<file path="src/rtl/pfc_tm_pkg.sv">
package pfc_tm_pkg;

    localparam int BLANK_W = 8;
    localparam int IDLE_W  = 12;

    typedef struct packed {
        logic sat;    // choke saturation latched
        logic ol;     // feedback disconnection latched
        logic pause;  // over-voltage pause in progress
    } guard_t;

    function automatic logic [BLANK_W-1:0] blank_inc(input logic [BLANK_W-1:0] v);
        return (&v) ? v : v + 1'b1;
    endfunction

    function automatic logic [IDLE_W-1:0] idle_inc(input logic [IDLE_W-1:0] v);
        return (&v) ? v : v + 1'b1;
    endfunction

endpackage

</file>
<file path="src/rtl/pfc_zcd_arm.sv">
module pfc_zcd_arm (
    input  logic clk,
    input  logic rst,
    input  logic zcd_arm,
    input  logic zcd_trig,
    input  logic turn_on,
    output logic armed,
    output logic trig_edge
);
    logic arm_q;
    logic trig_q;

    assign armed     = arm_q;
    assign trig_edge = zcd_trig & ~trig_q;

    always_ff @(posedge clk) begin
        if (rst) begin
            arm_q  <= 1'b0;
            trig_q <= 1'b0;
        end else begin
            trig_q <= zcd_trig;
            if (turn_on)
                arm_q <= 1'b0;
            else if (zcd_arm)
                arm_q <= 1'b1;
        end
    end
endmodule

</file>
<file path="src/rtl/pfc_guard.sv">
module pfc_guard
    import pfc_tm_pkg::*;
(
    input  logic   clk,
    input  logic   rst,
    input  logic   ovp_set,
    input  logic   ovp_hold,
    input  logic   fb_low,
    input  logic   sat_hit,
    output guard_t grd_n,
    output guard_t grd_q
);
    always_comb begin
        grd_n.sat   = grd_q.sat | sat_hit;
        grd_n.ol    = grd_q.ol  | (ovp_set & fb_low);
        if (ovp_set)
            grd_n.pause = 1'b1;
        else if (!ovp_hold)
            grd_n.pause = 1'b0;
        else
            grd_n.pause = grd_q.pause;
    end

    always_ff @(posedge clk) begin
        if (rst)
            grd_q <= '0;
        else
            grd_q <= grd_n;
    end
endmodule

</file>
<file path="src/rtl/pfc_timer.sv">
module pfc_timer
    import pfc_tm_pkg::*;
(
    input  logic               clk,
    input  logic               rst,
    input  logic               gate_q,
    input  logic               gate_n,
    input  logic               start,
    input  logic               run,
    input  logic [BLANK_W-1:0] blank_cyc,
    input  logic [IDLE_W-1:0]  restart_cyc,
    output logic               blank_done,
    output logic               restart_due
);
    logic [BLANK_W-1:0] on_q;
    logic [IDLE_W-1:0]  idle_q;

    assign blank_done  = gate_q & (on_q >= blank_cyc);
    assign restart_due = (idle_q >= restart_cyc);

    always_ff @(posedge clk) begin
        if (rst) begin
            on_q   <= '0;
            idle_q <= '0;
        end else begin
            if (start)
                on_q <= '0;
            else if (gate_q)
                on_q <= blank_inc(on_q);

            if (gate_n || !run)
                idle_q <= '0;
            else
                idle_q <= idle_inc(idle_q);
        end
    end
endmodule

</file>
<file path="src/rtl/pfc_tm_gate.sv">
module pfc_tm_gate
    import pfc_tm_pkg::*;
(
    input  logic               clk,
    input  logic               rst,
    input  logic               en,
    input  logic               zcd_arm,
    input  logic               zcd_trig,
    input  logic               cs_ref,
    input  logic               cs_sat,
    input  logic               ovp_set,
    input  logic               ovp_hold,
    input  logic               fb_low,
    input  logic [BLANK_W-1:0] blank_cyc,
    input  logic [IDLE_W-1:0]  restart_cyc,
    output logic               gate,
    output logic               sat_latch,
    output logic               ol_latch
);
    logic   gate_q, gate_n;
    logic   armed, trig_edge;
    logic   blank_done, restart_due;
    logic   run, start, stop, sat_hit;
    guard_t grd_n, grd_q;

    pfc_zcd_arm u_zcd (
        .clk(clk), .rst(rst), .zcd_arm(zcd_arm), .zcd_trig(zcd_trig),
        .turn_on(start), .armed(armed), .trig_edge(trig_edge)
    );

    pfc_guard u_guard (
        .clk(clk), .rst(rst), .ovp_set(ovp_set), .ovp_hold(ovp_hold),
        .fb_low(fb_low), .sat_hit(sat_hit), .grd_n(grd_n), .grd_q(grd_q)
    );

    pfc_timer u_timer (
        .clk(clk), .rst(rst), .gate_q(gate_q), .gate_n(gate_n),
        .start(start), .run(run), .blank_cyc(blank_cyc),
        .restart_cyc(restart_cyc), .blank_done(blank_done),
        .restart_due(restart_due)
    );

    assign sat_hit = blank_done & cs_sat;
    assign stop    = blank_done & cs_ref;
    assign run     = en & ~grd_n.sat & ~grd_n.ol & ~grd_n.pause;
    assign start   = ~gate_q & run & ((armed & trig_edge) | restart_due);
    assign gate_n  = run & (start | (gate_q & ~stop));

    always_ff @(posedge clk) begin
        if (rst)
            gate_q <= 1'b0;
        else
            gate_q <= gate_n;
    end

    assign gate      = gate_q;
    assign sat_latch = grd_q.sat;
    assign ol_latch  = grd_q.ol;
endmodule

</file>
<file path="config.mk">
export PLATFORM = sky130hd
export DESIGN_NAME = pfc_tm_gate
export DESIGN_NICKNAME = d
export VERILOG_FILES = /design/src/rtl/pfc_tm_pkg.sv /design/src/rtl/pfc_zcd_arm.sv /design/src/rtl/pfc_guard.sv /design/src/rtl/pfc_timer.sv /design/src/rtl/pfc_tm_gate.sv
export SDC_FILE = /design/constraint.sdc
export NUM_CORES = 1
export LEC_CHECK = 0
export BUFFER_PORTS_ARGS = -buffer_cell sky130_fd_sc_hd__clkbuf_2
export CORE_MARGIN = 5
export CORE_UTILIZATION = 40
export DETAILED_ROUTE_END_ITERATION = 8
export GPL_TIMING_DRIVEN = 0
export HOLD_SLACK_MARGIN = 0.02
export PLACE_DENSITY = 0.69
export SYNTH_ARGS = -nofsm -noshare
export SYNTH_HDL_FRONTEND = slang
export SYNTH_HIERARCHICAL = 1
export SYNTH_SLANG_ARGS = --single-unit
</file>
<file path="constraint.sdc">
create_clock -name clk -period 5.8 [get_ports clk]
set_input_delay 0.87 -clock clk [delete_from_list [all_inputs] [get_ports clk]]
set_output_delay 0.87 -clock clk [all_outputs]
set_load 0.03 [all_outputs]
</file>
==> reports/metrics.cfg, run 1 <==
[critical_path]
critical-path-max-stage-delay_ps=520
crit_fanout=8
cp-start-kind=primary input
required_ps=5960
worstSetupPathType=in2reg
worst_setup_path_end_kind=flip-flop
timing.rr.start=u_timer/on_q[0]
crit_slowest_cell=or4b_4
startpoint=blank_cyc[0]
worstPathArrival_ps=3950
crit_chain=clkbuf_2 -> ha_1 -> nand2b_1 -> a2111oi_0 -> o211ai_1 -> and3_1 -> and2_1 -> or2_1 -> or4b_4 -> nor3_1 -> or2_2 -> clkbuf_1 -> nor2_1 -> o21a_1

[sta]
hold_viol=0
final.period_utilization=0.653
slew_viol_final=0
setup_viol=0
fin_tns_setup_ps=0
clock_skew_ps=3.21
fin_crit_ps=3780
relSlewSlack=0.722
tightest_slew_ps=406
rsz0062_at_grt=false
max_clock_freq_ghz=0.264

[drt]
routed_wl_um=3370
dr.pass1.iters=4
vias=1465
wl_per_cell_um=11.7
drc=0
vias_per_cell=5.09
antenna_left=0
drtIter0Drc=50

[outcome]
status=finished clean

[synth]
synthesis.area_sq_um=1760
syn-num-nets=253
synth-adder-area-share=0.156
syn-instance-count=201
muxShareOfSynthArea=0.0228
synth_top_family_by_area=simple AND/OR/NAND/NOR gates
synthSimpleGateAreaFrac=0.257
ys_types=43
synth.yosys.seq_area_share=0.296
synth_xor_xnor_area_share=0.0498
yosysWarnings=6
synth_compound_area_frac=0.156
syn_area_per_cell_sq_um=8.75
synth-seq-cells=26

[layout]
fillers=441
final_common_cell=clkbuf_2
finalNonFillerCells=288
antenna_cells=0
drive_above_1_share=0.216
final_cell_mix=clkbuf_2, dfxtp_1, inv_1, ha_1, nor2_1
areaGrowthSynthToFinish_pct=15.1
nets=290

[pwr]
ir_worst_vdd_mv=0.0851
powerDensity_nw_per_um2=155
p_leak_nw=1.04

[clock_tree]
numCtsBuffers=3
clock_path_buffers=2
root_buffer=clkbuf_8
clkTransAtPathRegs_ps=80
insertion_delay_ps=260
clock-sinks=26
cts.repair.resized=0
cts_hold_buf=0
cts_tree=done
h-tree-depth=1
postCtsSetupRepairBufs=0

[global_routing]
grt_max_degree=14
grt_remaining_overflow=0
grt_first_pass_wirelength_um=5910
grt_pass1_vias=1423
grt_usage=0.116
grt_antenna_before_repair=0

[placed_design]
dp_hpwl_um=2690
placed_cells=285
portBuffers=32
gp_congestion=0.802

[floorplanning]
start_util=0.407
design.die.area_sq_um=5820
coreArea_sq_um=4320
row_count=24
die_w_um=76.3
chipHeight_um=76.3
ios=33

[flow_run]
cap_violations=0

[hold_path]
hold_start=u_zcd/armed
hold_path_class=reg2reg

-- Yosys cell counts, drive strengths merged --
cell     number  share of area
o21a          2         0.0085
ha           22           0.16
buf           2          0.011
a21oi        11          0.033
a31oi         2         0.0071
clkbuf        1         0.0021
inv          23          0.049
xnor2         3          0.015
or2           2         0.0071
nand3         8          0.023
nor2         15          0.032
nand2        12          0.026
o311ai        1         0.0050
o211a         2          0.011
or4b          1         0.0078
nor4          2          0.014
and3          6          0.023
and2b         1         0.0050
a41oi         1          0.016
and2          4          0.014
dfxtp        26           0.30
mux2i         4          0.023
a2111oi       1         0.0050
nor2b         5          0.022
a211oi        2         0.0085
o211ai        1         0.0043
nand2b        2         0.0071
and4          3          0.015
nor3          6          0.017
xor2          7          0.035
nand4         8          0.044
o2111ai       2          0.010
a21o          6          0.026
o21ai         7          0.022
-- through the flow --
| step | setup slack [ps] | util | power [mW] | hold WS [ps] | area, sq um |
|---|---|---|---|---|---|
| 3_5_place_dp | 1740 | 0.459 | 0.218 | 504 | 1980 |
| 4_1_cts | 2010 | 0.468 | 0.318 | 519 | 2030 |
| 6_report | 2020 | 0.468 | 0.313 | 522 | 2030 |
| 3_3_place_gp | 1760 | 0.459 | 0.218 | 496 | 1980 |
| 5_1_grt | 1760 | 0.468 | 0.329 | 543 | 2030 |
| 2_1_floorplan | 2170 | - | 0.204 | 481 | 1760 |
-- power by group --
| part | total (mW) | switching (mW) | leakage, nW | internal [mW] |
|---|---|---|---|---|
| combinational | 0.0319 | 0.0154 | 0.809 | 0.0165 |
| sequential | 0.182 | 0.00153 | 0.211 | 0.181 |
| clock | 0.0991 | 0.0526 | 0.0216 | 0.0464 |
| total | 0.313 | 0.0696 | 1.04 | 0.243 |
-- state kept, by name (all words and copies together) (netlist names) --
| signal | cells |
|---|---|
| u_timer/on_q | 8 |
| u_zcd/armed | 1 |
| u_timer/idle_q | 12 |
| gate | 1 |
| u_guard/grd_q | 3 |
| u_zcd/trig_q | 1 |
-- path summary, 6_finish.rpt --
kind                           to  slack, ps  cells after the start
setup reg to reg  u_timer/on_q[2]       2290                     14
setup / recovery  u_timer/on_q[2]       2020                     14
hold / removal        u_zcd/armed        520                      2
hold reg to reg       u_zcd/armed        520                      2
-- final cells by class --
cell class / instances / area [sq um] / area share
plain buffers: 3 / 22.5 / 0.0111
clock buffers: 3 / 41.3 / 0.0204
inverters: 23 / 86.3 / 0.0426
multi-input cells: 149 / 1130 / 0.558
flip-flops and latches: 26 / 520 / 0.257
well taps: 52 / 65.1 / 0.0321
repair buffers: 32 / 160 / 0.0791
-- worst max-delay path: cells and delay by family --
family / cells / cell delay (ps)
compound gates: 3 / 700
buf+inv: 2 / 370
simple gates: 8 / 1740
fa+ha+maj: 1 / 270
-- cells by family (layout without fill, tap and decap cells) --
family	count (synthesis)	in the layout
flip-flops	26	26
AND/OR/NAND/NOR	75	75
multiplexers	4	4
AO/OA/AOI/OAI	38	38
XOR/XNOR	10	10
buffers and inverters	26	61
adder cells (fa/ha/maj)	22	22
-- metal layers --
layer,wire [um],track usage,share of wire
met5,0,0,0
met4,25,0.0367,0.0074
met3,184,0.0248,0.055
met2,1490,0.195,0.44
met1,1670,0.147,0.49
No activity file was read; power rests on OpenSTA's default activity.
==> run 2, diff against run 1 <==
Settings changed: ABC_AREA from default to 1, PLACE_DENSITY 0.69 to 0.7.
Clock period 5.8 ns to 3.36 ns, I/O delays scaled along.
==> reports/metrics.cfg, run 2 <==
[sta]
setup_viol=0
slew_viol_final=0
final.period_utilization=0.749
fin_crit_ps=2520
tightest_slew_ps=429
hold_viol=0
fin_tns_setup_ps=0
clock_skew_ps=5.10
whs_ps=444
max_clock_freq_ghz=0.397
relSlewSlack=0.713
rsz0062_at_grt=false
finalWorstSetupSlack_ps=843

[clock_tree]
numCtsBuffers=3
root_buffer=clkbuf_8
cts.repair.resized=0
clkTransAtPathRegs_ps=90
cts_tree=done
clock-sinks=26
cts_hold_buf=0
postCtsSetupRepairBufs=0
h-tree-depth=1
insertion_delay_ps=270
clock_path_buffers=2

[layout]
final_common_cell=nand2_1
design_area_sq_um=2230
top_register=u_timer/idle_q
final_cell_mix=nand2_1, inv_1, nor2_1, clkbuf_2, dfxtp_1
areaGrowthSynthToFinish_pct=15.5
nets=384
largest_reg_flops=12
finalNonFillerCells=385
top_regs=u_timer/idle_q (12), u_timer/on_q (8), u_guard/grd_q (3)
fillers=517
antenna_cells=0
drive_above_1_share=0.172
final_util=0.475

[floorplanning]
coreArea_sq_um=4690
design.die.area_sq_um=6320
ios=33
row_count=25
start_util=0.412
chipHeight_um=79.5
die_w_um=79.5

[critical_path]
cp.depth=20
crit_chain=ha_1 -> nand2_1 -> nor2_1 -> nand4_1 -> nand3_1 -> nand2_1 -> inv_1 -> nand2_1 -> inv_1 -> inv_1 -> nand2_1 -> inv_1 -> nand2_2 -> nor2_4 -> nand2_1 -> nand2_1 -> nor3b_1 -> buf_2 -> o21ai_0 -> a21oi_1
rrSetupSlack_ps=840
required_ps=3570
critical-path-max-stage-delay_ps=350
cpMostUsedCell=nand2_1
crit_slowest_cell=dfxtp_1
path_buf_inv=5
crit_fanout=10
worst_setup_path_end_kind=flip-flop
crit_family=simple AND/OR/NAND/NOR gates
reg2reg_depth=20
worstPathArrival_ps=2720
cp-start-kind=flip-flop
worstSetupPathType=reg2reg

[flow_run]
cap_violations=0

[pwr]
total_power_uw=632
ir_worst_vdd_mv=0.152
powerDensity_nw_per_um2=283
p_leak_nw=1.22

[drt]
vias=1845
routed_wl_um=3930
drtIter0Drc=83
wl_per_cell_um=10.2
dr.pass1.iters=4
drc=0
vias_per_cell=4.79
antenna_left=0

[synth]
syn_area_per_cell_sq_um=6.55
synth_async_sr_flop_share=0
synth_area_leader_cell=dfxtp_1
syn-instance-count=295
synth-edff-count=0
synth_top_area_share=0.269
synth_ff_type=dfxtp_1
yosysMostFrequentCell=nand2_1
yosysWarnings=6
syn-num-nets=347
ys_types=26
synth.area.top_cells=dfxtp_1, ha_1, nand2_1
synthesis.area_sq_um=1930
synth.yosys.seq_area_share=0.269
synth-seq-cells=26
netlist_top_cells_count=nand2_1, inv_1, nor2_1, dfxtp_1, ha_1

[hold_path]
hold_path_class=in2reg
min_path_cells=3

[global_routing]
grt_antenna_before_repair=0
grt_pass1_vias=1727
grt_usage=0.135
grt_first_pass_wirelength_um=6980
grt_max_degree=16
grt_remaining_overflow=0

[placed_design]
pre_cts_ws_ps=594
portBuffers=32
dp_hpwl_um=3230
gp_congestion=0.850
placed_cell_area_sq_um=2160
placed_cells=381

[outcome]
status=finished clean

[run 2: changes by cell type in the layout (fill, tap and decap cells not counted), moves of 5 or more]
cell	before	now
nand3_1	8	18
nand2_1	12	69
a21o_1	6	1
a21oi_1	10	17
nor3_1	6	1
nor2_1	15	34
inv_1	23	60
xor2_1	7	0
[run 2: layer usage]
layer  track usage  vias to the layer above  wire, um
met3        0.0181                        9       120
met4        0.0515                        0        82
met2         0.245                       27      1940
li1              -                     1001         -
met5             0                        -         0
met1         0.158                      808      1780
[run 2: kinds of logic (layout without fill, tap and decap cells)]
group                    after synthesis  count (layout)  synth area share
flip-flops                            26              26             0.269
AND/OR/NAND/NOR                      150             150             0.370
buffers and inverters                 64             100             0.126
AO/OA/AOI/OAI                         33              33            0.0926
adder cells (fa/ha/maj)               22              22             0.142
[run 2: final timing paths]
path / start / endpoint
setup / recovery: u_timer/on_q[7] / u_timer/idle_q[2]
setup reg to reg: u_timer/on_q[7] / u_timer/idle_q[2]
hold / removal: zcd_trig / u_zcd/trig_q
hold reg to reg: u_guard/grd_q[0] / u_guard/grd_q[0]
[run 2: layout make-up]
cell class,instances,area [sq um],area share
inverters,62,233,0.104
clock inverters,1,30.0,0.0135
clock buffers,3,41.3,0.0185
plain buffers,2,10.0,0.00449
multi-input cells,205,1170,0.524
well taps,54,67.6,0.0303
repair buffers,32,160,0.0718
flip-flops and latches,26,520,0.233
[run 2: power breakdown]
group / internal (mW) / leakage [nW] / switching, mW
Clock: 0.159 / 0.0357 / 0.0997
Sequential: 0.312 / 0.211 / 0.00195
Combinational: 0.0270 / 0.971 / 0.0322
[run 2: worst min-delay path, stage by stage]
cell,delay [ps]
clkbuf_2,80
inv_1,60
nor2_1,40
==> run 3, diff against run 2 <==
Settings changed: ABC_AREA 1 to 0, PLACE_DENSITY 0.7 to 0.71.
Clock period 3.36 ns to 2.05 ns, I/O delays scaled along.
==> reports/metrics.cfg, run 3 (synthesis results as in run 1) <==
[drt]
vias=1538
antenna_left=0
routed.top_layer=met4
dr_wl_met2_um=1640
dr.pass1.iters=4
vias_per_cell=5.20
drc=0
routed_wl_um=3470
wl_met3_um=178
drtIter0Drc=73
wl_met1_um=1630
wl_per_cell_um=11.7

[layout]
seqCellArea_sq_um=524
areaGrowthSynthToFinish_pct=27.4
finalNonFillerCells=296
largest_reg_flops=12
top_regs=u_timer/idle_q (12), u_timer/on_q (8), u_guard/grd_q (3)
nets=297
drive_above_1_share=0.332
top_register=u_timer/idle_q
final_common_cell=clkbuf_2
antenna_cells=0
final_cell_mix=clkbuf_2, dfxtp_1, inv_1, ha_1, nand2_1
fillers=405
multi_input_area_sq_um=1240

[clock_tree]
cts_hold_buf=0
clock_path_buffers=2
numCtsBuffers=3
clock-sinks=26
root_buffer=clkbuf_8
insertion_delay_ps=280
cts_tree=done
clkTransAtPathRegs_ps=90
h-tree-depth=1

[placed_design]
placed_cells=285
portBuffers=32
dp_hpwl_um=2640
gp_congestion=0.823

[sta]
whs_ps=274
slew_viol_final=0
setup_viol=22
hold_viol=0
final.period_utilization=1.42
tightest_slew_ps=528
relSlewSlack=0.646
rsz0062_at_grt=true
fin_tns_setup_ps=-17410
max_clock_freq_ghz=0.344
finalWorstSetupSlack_ps=-860
clock_skew_ps=8.44
fin_crit_ps=2910

[floorplanning]
start_util=0.407
die_w_um=76.3
design.die.area_sq_um=5820
ios=33
chipHeight_um=76.3
row_count=24
coreArea_sq_um=4320

[global_routing]
grt_remaining_overflow=0
grt_usage=0.123
grt_pass1_vias=1469
grt_max_degree=16
grt_first_pass_wirelength_um=6230
grt_antenna_before_repair=0

[pwr]
p_int_uw=835
sequentialPowerShare=0.488
ir_worst_vdd_mv=0.491
p_clk_frac=0.403
pwr-share-comb=0.110
powerDensity_nw_per_um2=472
switching_share=0.209
p_leak_nw=1.11
switchingPower_uw=221

[outcome]
status=complete, but fails checks
failed_checks=negative setup slack

[critical_path]
worst_setup_path_end_kind=flip-flop
cp-start-kind=flip-flop
crit_fanout=5
worstSetupPathType=reg2reg
required_ps=2230
worstPathArrival_ps=3090

[flow_run]
cap_violations=0

[hold_path]
hold_path_class=in2reg

-- run 3: cell count changes in the layout (fill, tap and decap cells not counted), moves of 7 or more --
cell     change
inv_1       -38
xor2_1       +7
nor2_1      -25
nand2_1     -58
buf_4        +7
nand3_1     -10
a21oi_1      -7
-- run 3: worst max-delay path: stages (launching register included) --
cell       delay (ps)
dfxtp_2           340
inv_2              50
ha_4              200
nand2b_4          140
a2111oi_4         280
o211ai_1          130
and3_1            210
and2_1            160
or2_1             220
or4b_4            540
nor3_4            190
nor2_2             60
and2_4            170
nand2_1            60
mux2i_1            60
-- run 3: cell type report --
class	instances	area share
Buffer	2	0.00838
Multi-Input combinational cell	149	0.553
Tap cell	52	0.0290
Clock buffer	3	0.0184
Timing Repair Buffer	40	0.106
Inverter	23	0.0385
Sequential cell	26	0.234
Clock inverter	1	0.0134
-- run 3: power by group through the flow --
stage,registers [mW],clock network (mW),logic (mW)
after global placement,0.527,0,0.103
after CTS,0.515,0.441,0.115
after global routing,0.516,0.462,0.133
after detailed placement,0.527,0,0.105
after floorplan,0.529,0,0.0618
final,0.515,0.425,0.116
-- run 3: final timing paths --
check,cells after the start,slack (ps),startpoint,to
max,14,-860,u_timer/on_q[0],u_timer/idle_q[3]
min,2,270,zcd_trig,u_zcd/trig_q
max reg2reg,14,-860,u_timer/on_q[0],u_timer/idle_q[3]
min reg2reg,2,530,u_zcd/armed,u_zcd/armed
-- run 3: metrics by stage --
stage	util	power, mW	worst slack [ps]	area [sq um]
3_5_place_dp	0.477	0.632	-1010	2060
5_1_grt	0.518	1.11	-1020	2240
4_1_cts	0.510	1.07	-889	2200
6_report	0.518	1.06	-860	2240
2_1_floorplan	-	0.591	-725	1840
3_3_place_gp	0.477	0.630	-965	2060
-- run 3: layer usage --
| layer | track usage | vias up |
|---|---|---|
| met2 | 0.199 | 27 |
| met4 | 0.0210 | 0 |
| met5 | 0 | - |
| li1 | - | 803 |
| met1 | 0.164 | 705 |
| met3 | 0.0378 | 3 |
-- run 3: what timing repair did --
item / 4_1_cts / 5_1_grt
buffers inserted: 6 / 2
gates resized for setup: 6 / 8
pin swaps: 14 / 3
setup endpoints to repair: 22 / 22
